## config.mk

```make
export PLATFORM = sky130hd
export DESIGN_NAME = ssp_master
export DESIGN_NICKNAME = d
export VERILOG_FILES = /design/src/rtl/ssp_pkg.sv /design/src/rtl/ssp_bit_timer.sv /design/src/rtl/ssp_shifter.sv /design/src/rtl/ssp_master.sv
export SDC_FILE = /design/constraint.sdc
export NUM_CORES = 1
export LEC_CHECK = 0
export CAP_MARGIN = 25
export CORE_UTILIZATION = 54
export DETAILED_ROUTE_END_ITERATION = 16
export HOLD_SLACK_MARGIN = 0.1
export PLACE_DENSITY = 0.84
export SLEW_MARGIN = 25
export SYNTH_ARGS = -nofsm -noshare
export SYNTH_HDL_FRONTEND = slang
export SYNTH_SLANG_ARGS = --single-unit
```

## constraint.sdc

```tcl
create_clock -name clk -period 3.5 [get_ports clk]
set_input_delay 0.7 -clock clk [delete_from_list [all_inputs] [get_ports clk]]
set_output_delay 0.7 -clock clk [all_outputs]
set_load 0.01 [all_outputs]
```

## src/rtl/ssp_pkg.sv

```systemverilog
package ssp_pkg;

  typedef enum logic [1:0] {
    PH_IDLE  = 2'd0,
    PH_LEAD  = 2'd1,
    PH_SHIFT = 2'd2
  } ssp_phase_e;

  // Bit period in system clocks for the selected divide mode.
  function automatic int unsigned bit_period(input logic fast,
                                             input int unsigned slow_div,
                                             input int unsigned fast_div);
    return fast ? fast_div : slow_div;
  endfunction

  // Number of clocks the shift clock is low at the start of a period.
  function automatic int unsigned low_span(input int unsigned period);
    return period / 2;
  endfunction

endpackage

```

## src/rtl/ssp_bit_timer.sv

```systemverilog
module ssp_bit_timer #(
  parameter int CW    = 4,
  parameter int BW    = 3,
  parameter int NBITS = 8
) (
  input  logic          clk,
  input  logic          rst_n,
  input  logic          start,
  input  logic          run,
  input  logic [CW-1:0] per,
  output logic [CW-1:0] cnt,
  output logic [BW-1:0] bidx,
  output logic          last_bit
);

  always_ff @(posedge clk or negedge rst_n) begin
    if (!rst_n) begin
      cnt  <= '0;
      bidx <= '0;
    end else if (start) begin
      cnt  <= '0;
      bidx <= '0;
    end else if (run) begin
      if (cnt == per - CW'(1)) begin
        cnt  <= '0;
        bidx <= bidx + BW'(1);
      end else begin
        cnt <= cnt + CW'(1);
      end
    end
  end

  assign last_bit = (bidx == BW'(NBITS - 1));

endmodule

```

## src/rtl/ssp_shifter.sv

```systemverilog
module ssp_shifter #(
  parameter int W = 8
) (
  input  logic         clk,
  input  logic         rst_n,
  input  logic         load,
  input  logic [W-1:0] load_val,
  input  logic         shift_tx,
  input  logic         sample,
  input  logic         sd_i,
  input  logic         commit,
  output logic         tx_bit,
  output logic [W-1:0] rx_buf
);

  logic [W-1:0] sh;

  always_ff @(posedge clk or negedge rst_n) begin
    if (!rst_n) begin
      sh <= '0;
    end else if (load) begin
      sh <= load_val;
    end else if (shift_tx) begin
      sh <= sh >> 1;
    end else if (sample) begin
      sh <= {sd_i, sh[W-1:1]};
    end
  end

  always_ff @(posedge clk or negedge rst_n) begin
    if (!rst_n) rx_buf <= '0;
    else if (commit) rx_buf <= sh;
  end

  assign tx_bit = sh[0];

endmodule

```

## src/rtl/ssp_master.sv

```systemverilog
module ssp_master
  import ssp_pkg::*;
#(
  parameter int DATA_W   = 8,
  parameter int SLOW_DIV = 12,
  parameter int FAST_DIV = 4
) (
  input  logic              clk,
  input  logic              rst_n,
  input  logic              buf_wr,
  input  logic [DATA_W-1:0] wr_data,
  output logic [DATA_W-1:0] rd_data,
  input  logic              rx_en,
  input  logic              div_sel,
  input  logic              tx_flag_clr,
  input  logic              rx_flag_clr,
  output logic              tx_flag,
  output logic              rx_flag,
  input  logic              sd_i,
  output logic              sd_o,
  output logic              sd_oe,
  output logic              sclk
);

  localparam int CW = $clog2(SLOW_DIV + 1);
  localparam int BW = $clog2(DATA_W);

  ssp_phase_e    ph;
  logic          is_tx;
  logic [CW-1:0] per_q;
  logic [CW-1:0] half;
  logic [CW-1:0] cnt;
  logic [BW-1:0] bidx;
  logic          last_bit;
  logic          tx_flag_q, rx_flag_q;

  // Named internal events, also observed by the checker.
  logic ph_idle, shifting, start_tx, start_rx, tmr_start;
  logic present_ev, tx_done_ev, sample_ev, rx_done_ev;
  logic rx_active, tx_bit;

  assign ph_idle    = (ph == PH_IDLE);
  assign shifting   = (ph == PH_SHIFT);
  assign half       = CW'(low_span(int'(per_q)));
  assign start_tx   = ph_idle && buf_wr;
  assign start_rx   = ph_idle && !buf_wr && rx_en && !rx_flag_q;
  assign tmr_start  = (ph == PH_LEAD) || start_rx;
  assign rx_active  = shifting && !is_tx;
  assign present_ev = shifting && is_tx && !last_bit && (cnt == per_q - CW'(2));
  assign tx_done_ev = shifting && is_tx && last_bit && (cnt == per_q - CW'(1));
  assign sample_ev  = rx_active && (cnt == half - CW'(1));
  assign rx_done_ev = rx_active && last_bit && (cnt == half);

  always_ff @(posedge clk or negedge rst_n) begin
    if (!rst_n) begin
      ph    <= PH_IDLE;
      is_tx <= 1'b0;
      per_q <= CW'(SLOW_DIV);
    end else begin
      unique case (ph)
        PH_IDLE: begin
          if (start_tx || start_rx) begin
            ph    <= start_tx ? PH_LEAD : PH_SHIFT;
            is_tx <= start_tx;
            per_q <= CW'(bit_period(div_sel, SLOW_DIV, FAST_DIV));
          end
        end
        PH_LEAD:  ph <= PH_SHIFT;
        PH_SHIFT: if (tx_done_ev || rx_done_ev) ph <= PH_IDLE;
        default:  ph <= PH_IDLE;
      endcase
    end
  end

  always_ff @(posedge clk or negedge rst_n) begin
    if (!rst_n) begin
      tx_flag_q <= 1'b0;
      rx_flag_q <= 1'b0;
    end else begin
      if (tx_done_ev)       tx_flag_q <= 1'b1;
      else if (tx_flag_clr) tx_flag_q <= 1'b0;
      if (rx_done_ev)       rx_flag_q <= 1'b1;
      else if (rx_flag_clr) rx_flag_q <= 1'b0;
    end
  end

  ssp_bit_timer #(.CW(CW), .BW(BW), .NBITS(DATA_W)) u_timer (
    .clk      (clk),
    .rst_n    (rst_n),
    .start    (tmr_start),
    .run      (shifting),
    .per      (per_q),
    .cnt      (cnt),
    .bidx     (bidx),
    .last_bit (last_bit)
  );

  ssp_shifter #(.W(DATA_W)) u_shift (
    .clk      (clk),
    .rst_n    (rst_n),
    .load     (start_tx),
    .load_val (wr_data),
    .shift_tx (present_ev),
    .sample   (sample_ev),
    .sd_i     (sd_i),
    .commit   (rx_done_ev),
    .tx_bit   (tx_bit),
    .rx_buf   (rd_data)
  );

  assign sclk    = !(shifting && (cnt < half));
  assign sd_oe   = is_tx && !ph_idle;
  assign sd_o    = tx_bit;
  assign tx_flag = tx_flag_q;
  assign rx_flag = rx_flag_q;

endmodule

```

==> tab_implementation.tex, run 1 <==
\begin{tabular}{lr}
\hline
Metric & Value \\
\hline
\multicolumn{2}{l}{\textbf{Placed design}} \\
\quad GP Congestion & 0.872 \\
\quad Count of input and output buffers & 28 \\
\quad DP HPWL & 2090 um \\
\quad Placed cell area & 0.00174 mm2 \\
\multicolumn{2}{l}{\textbf{Logic synthesis}} \\
\quad Library cells used by synthesis & 33 \\
\quad Fraction of the mapped netlist area in adder cells & 5.28\% \\
\quad Instance count of the mapped netlist & 116 \\
\quad Cell type with the largest total area after synthesis & dfrtp\_1 \\
\quad Number of synthesized register bits & 29 \\
\quad Complex-gate fraction of the synthesized area & 7.12\% \\
\quad Multiplexer area fraction after synthesis & 19.6\% \\
\quad Number of synthesized flops with an enable pin & 0 \\
\quad Share of flip-flops with an asynchronous set or reset & 100\% \\
\quad Main combinational cell family by area after synthesis & multiplexers \\
\quad Seq/Total Area, Yosys & 51.1\% \\
\quad Netlist area before placement & 0.00142 mm2 \\
\quad Synthesized-area fraction occupied by and/or/nand/nor cells & 13.8\% \\
\quad Net count after synthesis & 138 \\
\quad Per-instance average area after synthesis & 12.3 um2 \\
\quad Most used flip-flop cell after synthesis & dfrtp\_1 \\
\quad Share of Yosys cell area claimed by the top area cell type & 49.3\% \\
\quad Top post-synthesis cells by area & dfrtp\_1, mux2\_2, ha\_1 \\
\quad XOR/XNOR Fraction of Synth Area & 1.14\% \\
\quad Number of warning messages in the yosys log & 0 \\
\multicolumn{2}{l}{\textbf{Timing}} \\
\quad Final count of pins violating max slew & 0 \\
\quad RSZ-0062 raised after global routing & no \\
\quad Largest clock skew in the final design & 0.00505 ns \\
\quad Minimum clock period & 2.69 ns \\
\quad Transition at the pin with the smallest max-transition slack & 0.577 ns \\
\quad Total negative setup slack & 0 ns \\
\quad Period Utilization, post-route & 76.8\% \\
\quad Worst rel slew slack & 61.2\% \\
\quad Number of failing setup endpoints in the final timing report & 0 \\
\quad Highest Clock Rate & 372 MHz \\
\quad Final hold violation count & 0 \\
\multicolumn{2}{l}{\textbf{Clock tree}} \\
\quad Clock Pin Slew Worst Setup and Hold Paths & 0.09 ns \\
\quad Total number of clock tree sinks & 29 \\
\quad Clock network latency to the later pin of the worst-skew pair & 0.32 ns \\
\quad Cts bufs inserted & 5 \\
\quad Buffer depth of the longest clock path & 2 \\
\quad Hold-fix buffer count after cts & 0 \\
\quad Depth of the CTS H-tree & 2 \\
\quad CTS-repair resized insts & 0 \\
\quad Clock Tree Root & clkbuf\_4 \\
\quad Post-CTS setup buffers & 0 \\
\quad TritonCTS clock tree & yes \\
\multicolumn{2}{l}{\textbf{Drt}} \\
\quad Wire per inst & 15.5 um \\
\quad Routed Wire Length & 2820 um \\
\quad Vias per inst & 5.64 \\
\quad Remaining DRCs & 0 \\
\quad DRC violation total after the first TritonRoute iteration & 27 \\
\quad Antenna viol nets, final & 0 \\
\quad Pre-antenna DRT Iters & 4 \\
\quad Vias & 1027 \\
\multicolumn{2}{l}{\textbf{GRT}} \\
\quad Wire length of the first global-routing pass & 4400 um \\
\quad Remaining global-route overflow & 0 \\
\quad Antenna violations before repair & 0 \\
\quad GRT Total Usage & 22.7\% \\
\quad Via count of the first global-routing pass & 962 \\
\quad Pin count of the biggest net entering global routing & 30 \\
\multicolumn{2}{l}{\textbf{Floorplanning}} \\
\quad Horizontal extent of the die & 53.3 um \\
\quad I/O pin total & 29 \\
\quad Total core area & 0.00248 mm2 \\
\quad Number of placement rows & 18 \\
\quad Die outline area & 0.00284 mm2 \\
\quad Effective utilization at floorplan & 57.4\% \\
\quad Vertical die dimension & 53.3 um \\
\multicolumn{2}{l}{\textbf{Critical path}} \\
\quad Worst setup path class & reg2out \\
\quad Standard cell with the maximum stage delay on the critical path & dfstp\_2 \\
\quad Cell type group with the largest total delay on the critical path & flip-flops \\
\quad Setup slack, reg-to-reg & 1.29 ns \\
\quad Critical path's largest stage delay & 0.58 ns \\
\quad Buffers and inverters on the worst path & 2 \\
\quad Cell-by-cell listing of the critical path & inv\_1, ha\_1, a211oi\_1, nand2\_1, clkdlybuf4s50\_1 \\
\quad Max Fanout on Critical Path & 3 \\
\quad Critical path data required time & 2.80 ns \\
\quad Launch instance of the worst register-to-register path & per\_q[3] \\
\quad Nature of the critical path endpoint & primary output \\
\quad Critical Path Source Type & register \\
\quad Signal arrival time at the worst endpoint & 1.99 ns \\
\quad Cell depth of the worst flop-to-flop path & 6 \\
\quad Worst reg2reg path endpoint & u\_shift.rx\_buf[6] \\
\multicolumn{2}{l}{\textbf{Power and ir drop}} \\
\quad Power density over cell area & 771 mW/mm2 \\
\quad VDD IR max & 0.000554 V \\
\quad Design Power & 1.40 mW \\
\quad Leakage power & 0.777 nW \\
\multicolumn{2}{l}{\textbf{Layout}} \\
\quad Share of layout cells above drive strength 1 & 25.0\% \\
\quad Core occupancy in the finished layout & 73.2\% \\
\quad Number of diodes added for antenna fixing & 0 \\
\quad Top library cells by usage in the layout, fill and taps aside & clkdlybuf4s50\_1, dfrtp\_1, mux2\_2 \\
\quad Final net count & 173 \\
\quad Cell area after layout & 0.00181 mm2 \\
\quad Synth-to-Final Area Change & 27.4\% \\
\quad Number of inserted filler cells in the final layout & 168 \\
\multicolumn{2}{l}{\textbf{Run status}} \\
\quad Outcome & completed \\
\multicolumn{2}{l}{\textbf{Hold path}} \\
\quad Hold Path Class & reg2reg \\
\quad Number of instances on the worst hold path & 1 \\
\quad Min-Delay Startpoint & u\_shift.rx\_buf[5] \\
\quad Terminating pin of the worst hold path & u\_shift.rx\_buf[5] \\
\multicolumn{2}{l}{\textbf{Job}} \\
\quad Max-Cap Viols & 0 \\
\hline
\end{tabular}
[per-layer routing]
layer  vias up  global-route usage, %  wire length (um)
met4         0                   9.21                36
met1       508                   27.1              1200
li1        485                      -                 -
met2        30                   36.9              1410
met5         -                      0                 0
met3         4                   7.76               167
[cell usage after synthesis, types with 2 or more instances]
cell type and count:
a21o_1 2, a21oi_1 3, dfrtp_1 28, ha_1 6, inv_1 6, mux2_2 22, mux2i_1 2, nand2_1 7
nand3b_1 3, nor2_1 6, nor2b_1 3, nor3_1 2, nor3b_1 3, o21ai_0 2, o22ai_1 3
[power breakdown]
part	internal, mW	leakage (nW)	switching (mW)
combinational	0.338	0.385	0.249
clock	0.116	0.0413	0.115
sequential	0.467	0.351	0.113
[stage by stage]
step / hold slack, ns / setup slack (ns) / std cells
floorplan: 0.404 / 1.52 / 116
global placement: 0.492 / 1.07 / 174
finish: 0.517 / 0.810 / 182
global route: 0.538 / 0.718 / 182
CTS: 0.524 / 0.790 / 182
detailed placement: 0.500 / 1.01 / 174
[worst max path at each step]
stage / start / end / cells past startpoint
2_1_floorplan: per_q[3] / u_shift.sh[0] / 6
6_report: per_q[3] / sclk / 5
3_3_place_gp: buf_wr / u_shift.sh[3] / 4
5_1_grt: per_q[3] / sclk / 5
3_5_place_dp: buf_wr / u_shift.sh[1] / 4
4_1_cts: per_q[3] / sclk / 5
[registers in the layout, indices dropped and copies added, names as in the netlist]
| name | cells |
|---|---|
| rx_flag | 1 |
| ph | 2 |
| u_timer.bidx | 3 |
| u_timer.cnt | 4 |
| is_tx | 1 |
| u_shift.sh | 8 |
| tx_flag | 1 |
| u_shift.rx_buf | 8 |
| per_q | 1 |
[kinds of logic (layout without fill, tap and decap cells)]
kind of cell,count (synthesis),after routing
AOI/OAI and AO/OA,15,15
xor gates and xnor gates,1,1
adders and majority gates,6,6
buffers and inverters,7,43
DFF,29,29
muxes,25,25
and+or+nand+nor,33,33
[worst reg2reg max path, cell delays in order (launching register included)]
cell     delay [ns]
dfstp_2        0.58
inv_1          0.05
ha_1           0.28
nor3b_1        0.22
nand2_1        0.15
nor2_2         0.41
mux2_2         0.40
[final cells by class]
cell class              instances  area, um2  share of cell area [%]
inverters                       6       22.5                    1.24
multi-input cells              80        668                    36.9
well taps                      30       37.5                    2.07
flip-flops and latches         29        727                    40.1
repair buffers                 29        288                    15.9
clock buffers                   7       65.1                    3.59
clock inverters                 1       5.00                   0.276
Note: power is estimated with default switching activity, not from simulation.
==> run 2, diff against run 1 <==
--- a/config.mk
+++ b/config.mk
@@ -6,10 +6,10 @@
 export NUM_CORES = 1
 export LEC_CHECK = 0
 export CAP_MARGIN = 25
-export CORE_UTILIZATION = 54
+export CORE_UTILIZATION = 45
 export DETAILED_ROUTE_END_ITERATION = 16
 export HOLD_SLACK_MARGIN = 0.1
-export PLACE_DENSITY = 0.84
+export PLACE_DENSITY = 0.75
 export SLEW_MARGIN = 25
 export SYNTH_ARGS = -nofsm -noshare
 export SYNTH_HDL_FRONTEND = slang
==> constraint.sdc (replaced) <==
create_clock -name clk -period 2.32 [get_ports clk]
set_input_delay 0.464 -clock clk [delete_from_list [all_inputs] [get_ports clk]]
set_output_delay 0.464 -clock clk [all_outputs]
set_load 0.01 [all_outputs]
==> run 2 against run 1 <==
  * Final cell count rose by 9.9%
  * Wire length up 2.1%
  * Via count decreased by 0.58%
  * Sequential power is 49% higher
  * Clock-buffer cell count did not move
  * Largest cell class unchanged
  * Sequential share of layout area is 1.3 points lower
  * Setup slack got worse by 0.72 ns
  * Largest power group unchanged
  * Critical path depth stayed put
==> tab_implementation.tex, run 2 (synthesis results as in run 1) <==
\begin{tabular}{lr}
\hline
Metric & Value \\
\hline
\multicolumn{2}{l}{\textbf{Run status}} \\
\quad Outcome & completed \\
\multicolumn{2}{l}{\textbf{Layout}} \\
\quad Share of layout cells above drive strength 1 & 26.3\% \\
\quad Synth-to-Final Area Change & 31.8\% \\
\quad Most common cell after layout, fill and taps aside & dfrtp\_1 \\
\quad Cell area after layout & 0.00187 mm2 \\
\quad Largest registers & u\_shift.rx\_buf x8, u\_shift.sh x8, u\_timer.cnt x4 \\
\quad Final net count & 177 \\
\quad Top library cells by usage in the layout, fill and taps aside & dfrtp\_1, clkdlybuf4s50\_1, mux2\_2 \\
\quad Number of diodes added for antenna fixing & 0 \\
\multicolumn{2}{l}{\textbf{Drt}} \\
\quad Routed Wire Length & 2880 um \\
\quad Vias & 1021 \\
\quad Wire per inst & 14.4 um \\
\quad Vias per inst & 5.11 \\
\quad DRC violation total after the first TritonRoute iteration & 16 \\
\quad Pre-antenna DRT Iters & 6 \\
\quad Antenna viol nets, final & 0 \\
\quad Remaining DRCs & 0 \\
\multicolumn{2}{l}{\textbf{Timing}} \\
\quad Final hold violation count & 0 \\
\quad Worst rel slew slack & 58.3\% \\
\quad Highest Clock Rate & 449 MHz \\
\quad Largest clock skew in the final design & 0.00870 ns \\
\quad Period Utilization, post-route & 95.9\% \\
\quad Transition at the pin with the smallest max-transition slack & 0.621 ns \\
\quad Number of failing setup endpoints in the final timing report & 0 \\
\quad RSZ-0062 raised after global routing & no \\
\quad Minimum clock period & 2.23 ns \\
\quad Final count of pins violating max slew & 0 \\
\quad Total negative setup slack & 0 ns \\
\multicolumn{2}{l}{\textbf{Critical path}} \\
\quad Buffers and inverters on the worst path & 2 \\
\quad Signal arrival time at the worst endpoint & 1.76 ns \\
\quad Cell type group with the largest total delay on the critical path & flip-flops \\
\quad Standard cell with the maximum stage delay on the critical path & dfstp\_2 \\
\quad Max Fanout on Critical Path & 2 \\
\quad Worst setup path class & reg2out \\
\quad Number of stages on the worst setup path & 5 \\
\quad Critical path data required time & 1.86 ns \\
\quad Nature of the critical path endpoint & primary output \\
\quad Critical Path Source Type & register \\
\quad Cell-by-cell listing of the critical path & inv\_1, ha\_1, a211oi\_1, nand2\_1, dlygate4sd2\_1 \\
\quad Cell depth of the worst flop-to-flop path & 6 \\
\quad Critical path's largest stage delay & 0.54 ns \\
\multicolumn{2}{l}{\textbf{GRT}} \\
\quad GRT Total Usage & 19.1\% \\
\quad Antenna violations before repair & 0 \\
\quad Wire length of the first global-routing pass & 4690 um \\
\quad Remaining global-route overflow & 0 \\
\quad Pin count of the biggest net entering global routing & 17 \\
\quad Via count of the first global-routing pass & 996 \\
\multicolumn{2}{l}{\textbf{Power and ir drop}} \\
\quad Power density over cell area & 1170 mW/mm2 \\
\quad Leakage power & 0.803 nW \\
\quad VDD IR max & 0.000579 V \\
\multicolumn{2}{l}{\textbf{Placed design}} \\
\quad Placed cell area & 0.00178 mm2 \\
\quad GP Congestion & 0.817 \\
\quad Count of input and output buffers & 28 \\
\quad DP HPWL & 2170 um \\
\multicolumn{2}{l}{\textbf{Clock tree}} \\
\quad Hold-fix buffer count after cts & 0 \\
\quad TritonCTS clock tree & yes \\
\quad Clock Pin Slew Worst Setup and Hold Paths & 0.09 ns \\
\quad Clock network latency to the later pin of the worst-skew pair & 0.33 ns \\
\quad Buffer depth of the longest clock path & 2 \\
\quad Cts bufs inserted & 5 \\
\quad Total number of clock tree sinks & 29 \\
\quad Clock Tree Root & clkbuf\_4 \\
\quad Depth of the CTS H-tree & 2 \\
\multicolumn{2}{l}{\textbf{Floorplanning}} \\
\quad Vertical die dimension & 58.2 um \\
\quad Total core area & 0.00303 mm2 \\
\quad I/O pin total & 29 \\
\quad Number of placement rows & 20 \\
\quad Effective utilization at floorplan & 47.0\% \\
\quad Die outline area & 0.00339 mm2 \\
\quad Horizontal extent of the die & 58.2 um \\
\multicolumn{2}{l}{\textbf{Job}} \\
\quad Max-Cap Viols & 0 \\
\multicolumn{2}{l}{\textbf{Hold path}} \\
\quad Hold Path Class & in2async \\
\hline
\end{tabular}
run 2: changes by cell type in the layout (fill, tap and decap cells not counted):
cell / delta
buf_4: +4
bufinv_16: +1
clkbuf_1: +1
clkbuf_8: -1
clkdlybuf4s50_1: -1
clkinv_2: -1
dlygate4sd2_1: +1
run 2: worst paths after layout:
check / endpoint / from / slack (ns)
setup / recovery: sclk / per_q[3] / 0.09
hold / removal: u_shift.rx_buf[6] / rst_n / 0.31
setup reg to reg: u_shift.sh[4] / per_q[3] / 0.22
hold reg to reg: u_shift.rx_buf[2] / u_shift.rx_buf[2] / 0.51
max in group asynchronous: per_q[3] / rst_n / 1.51
min in group clk: u_shift.rx_buf[2] / u_shift.rx_buf[2] / 0.51
run 2: timing repair:
item                                    CTS  global route
resized for setup                         1             0
hold endpoints to repair                  0             0
endpoints found under the setup margin    1             1
buffers inserted                          0             1
run 2: through the flow:
step | power (mW) | hold WS [ns] | utilization, % | cells | setup WS [ns]
after floorplan | 1.43 | 0.168 | - | 116 | 0.345
after global placement | 1.71 | 0.488 | 58.9 | 191 | 0.156
after detailed placement | 1.77 | 0.495 | 58.9 | 191 | 0.0949
after CTS | 2.20 | 0.302 | 61.7 | 199 | 0.0252
after global routing | 2.35 | 0.287 | 61.9 | 200 | 0.00520
final | 2.19 | 0.306 | 61.9 | 200 | 0.0944
run 2: routing by layer:
layer | vias up | wire (um) | track usage (%)
li1 | 489 | - | -
met1 | 499 | 1310 | 24.0
met2 | 27 | 1370 | 30.5
met3 | 6 | 134 | 5.58
met4 | 0 | 61 | 8.16
met5 | - | 0 | 0
run 2: cell type report:
type                            instances  area (um2)
Multi-Input combinational cell         80         668
Sequential cell                        29         727
Fill cell                             254        1150
Tap cell                               44        55.1
Clock inverter                          1        30.0
Inverter                                6        22.5
Clock buffer                            7        55.1
Timing Repair Buffer                   33         317
run 2: worst reg2reg max path: cells and delay by family, from the launching register on:
kind	cells	cell delay (ns)
buffers and inverters	1	0.04
adders and majority gates	1	0.29
muxes	1	0.39
and+or+nand+nor	3	0.73
DFF	1	0.54
run 2: power breakdown:
group	internal [mW]	switching, mW	total [mW]	leakage [nW]
combinational	0.512	0.380	0.892	0.407
sequential	0.703	0.159	0.862	0.351
clock	0.257	0.181	0.438	0.0455
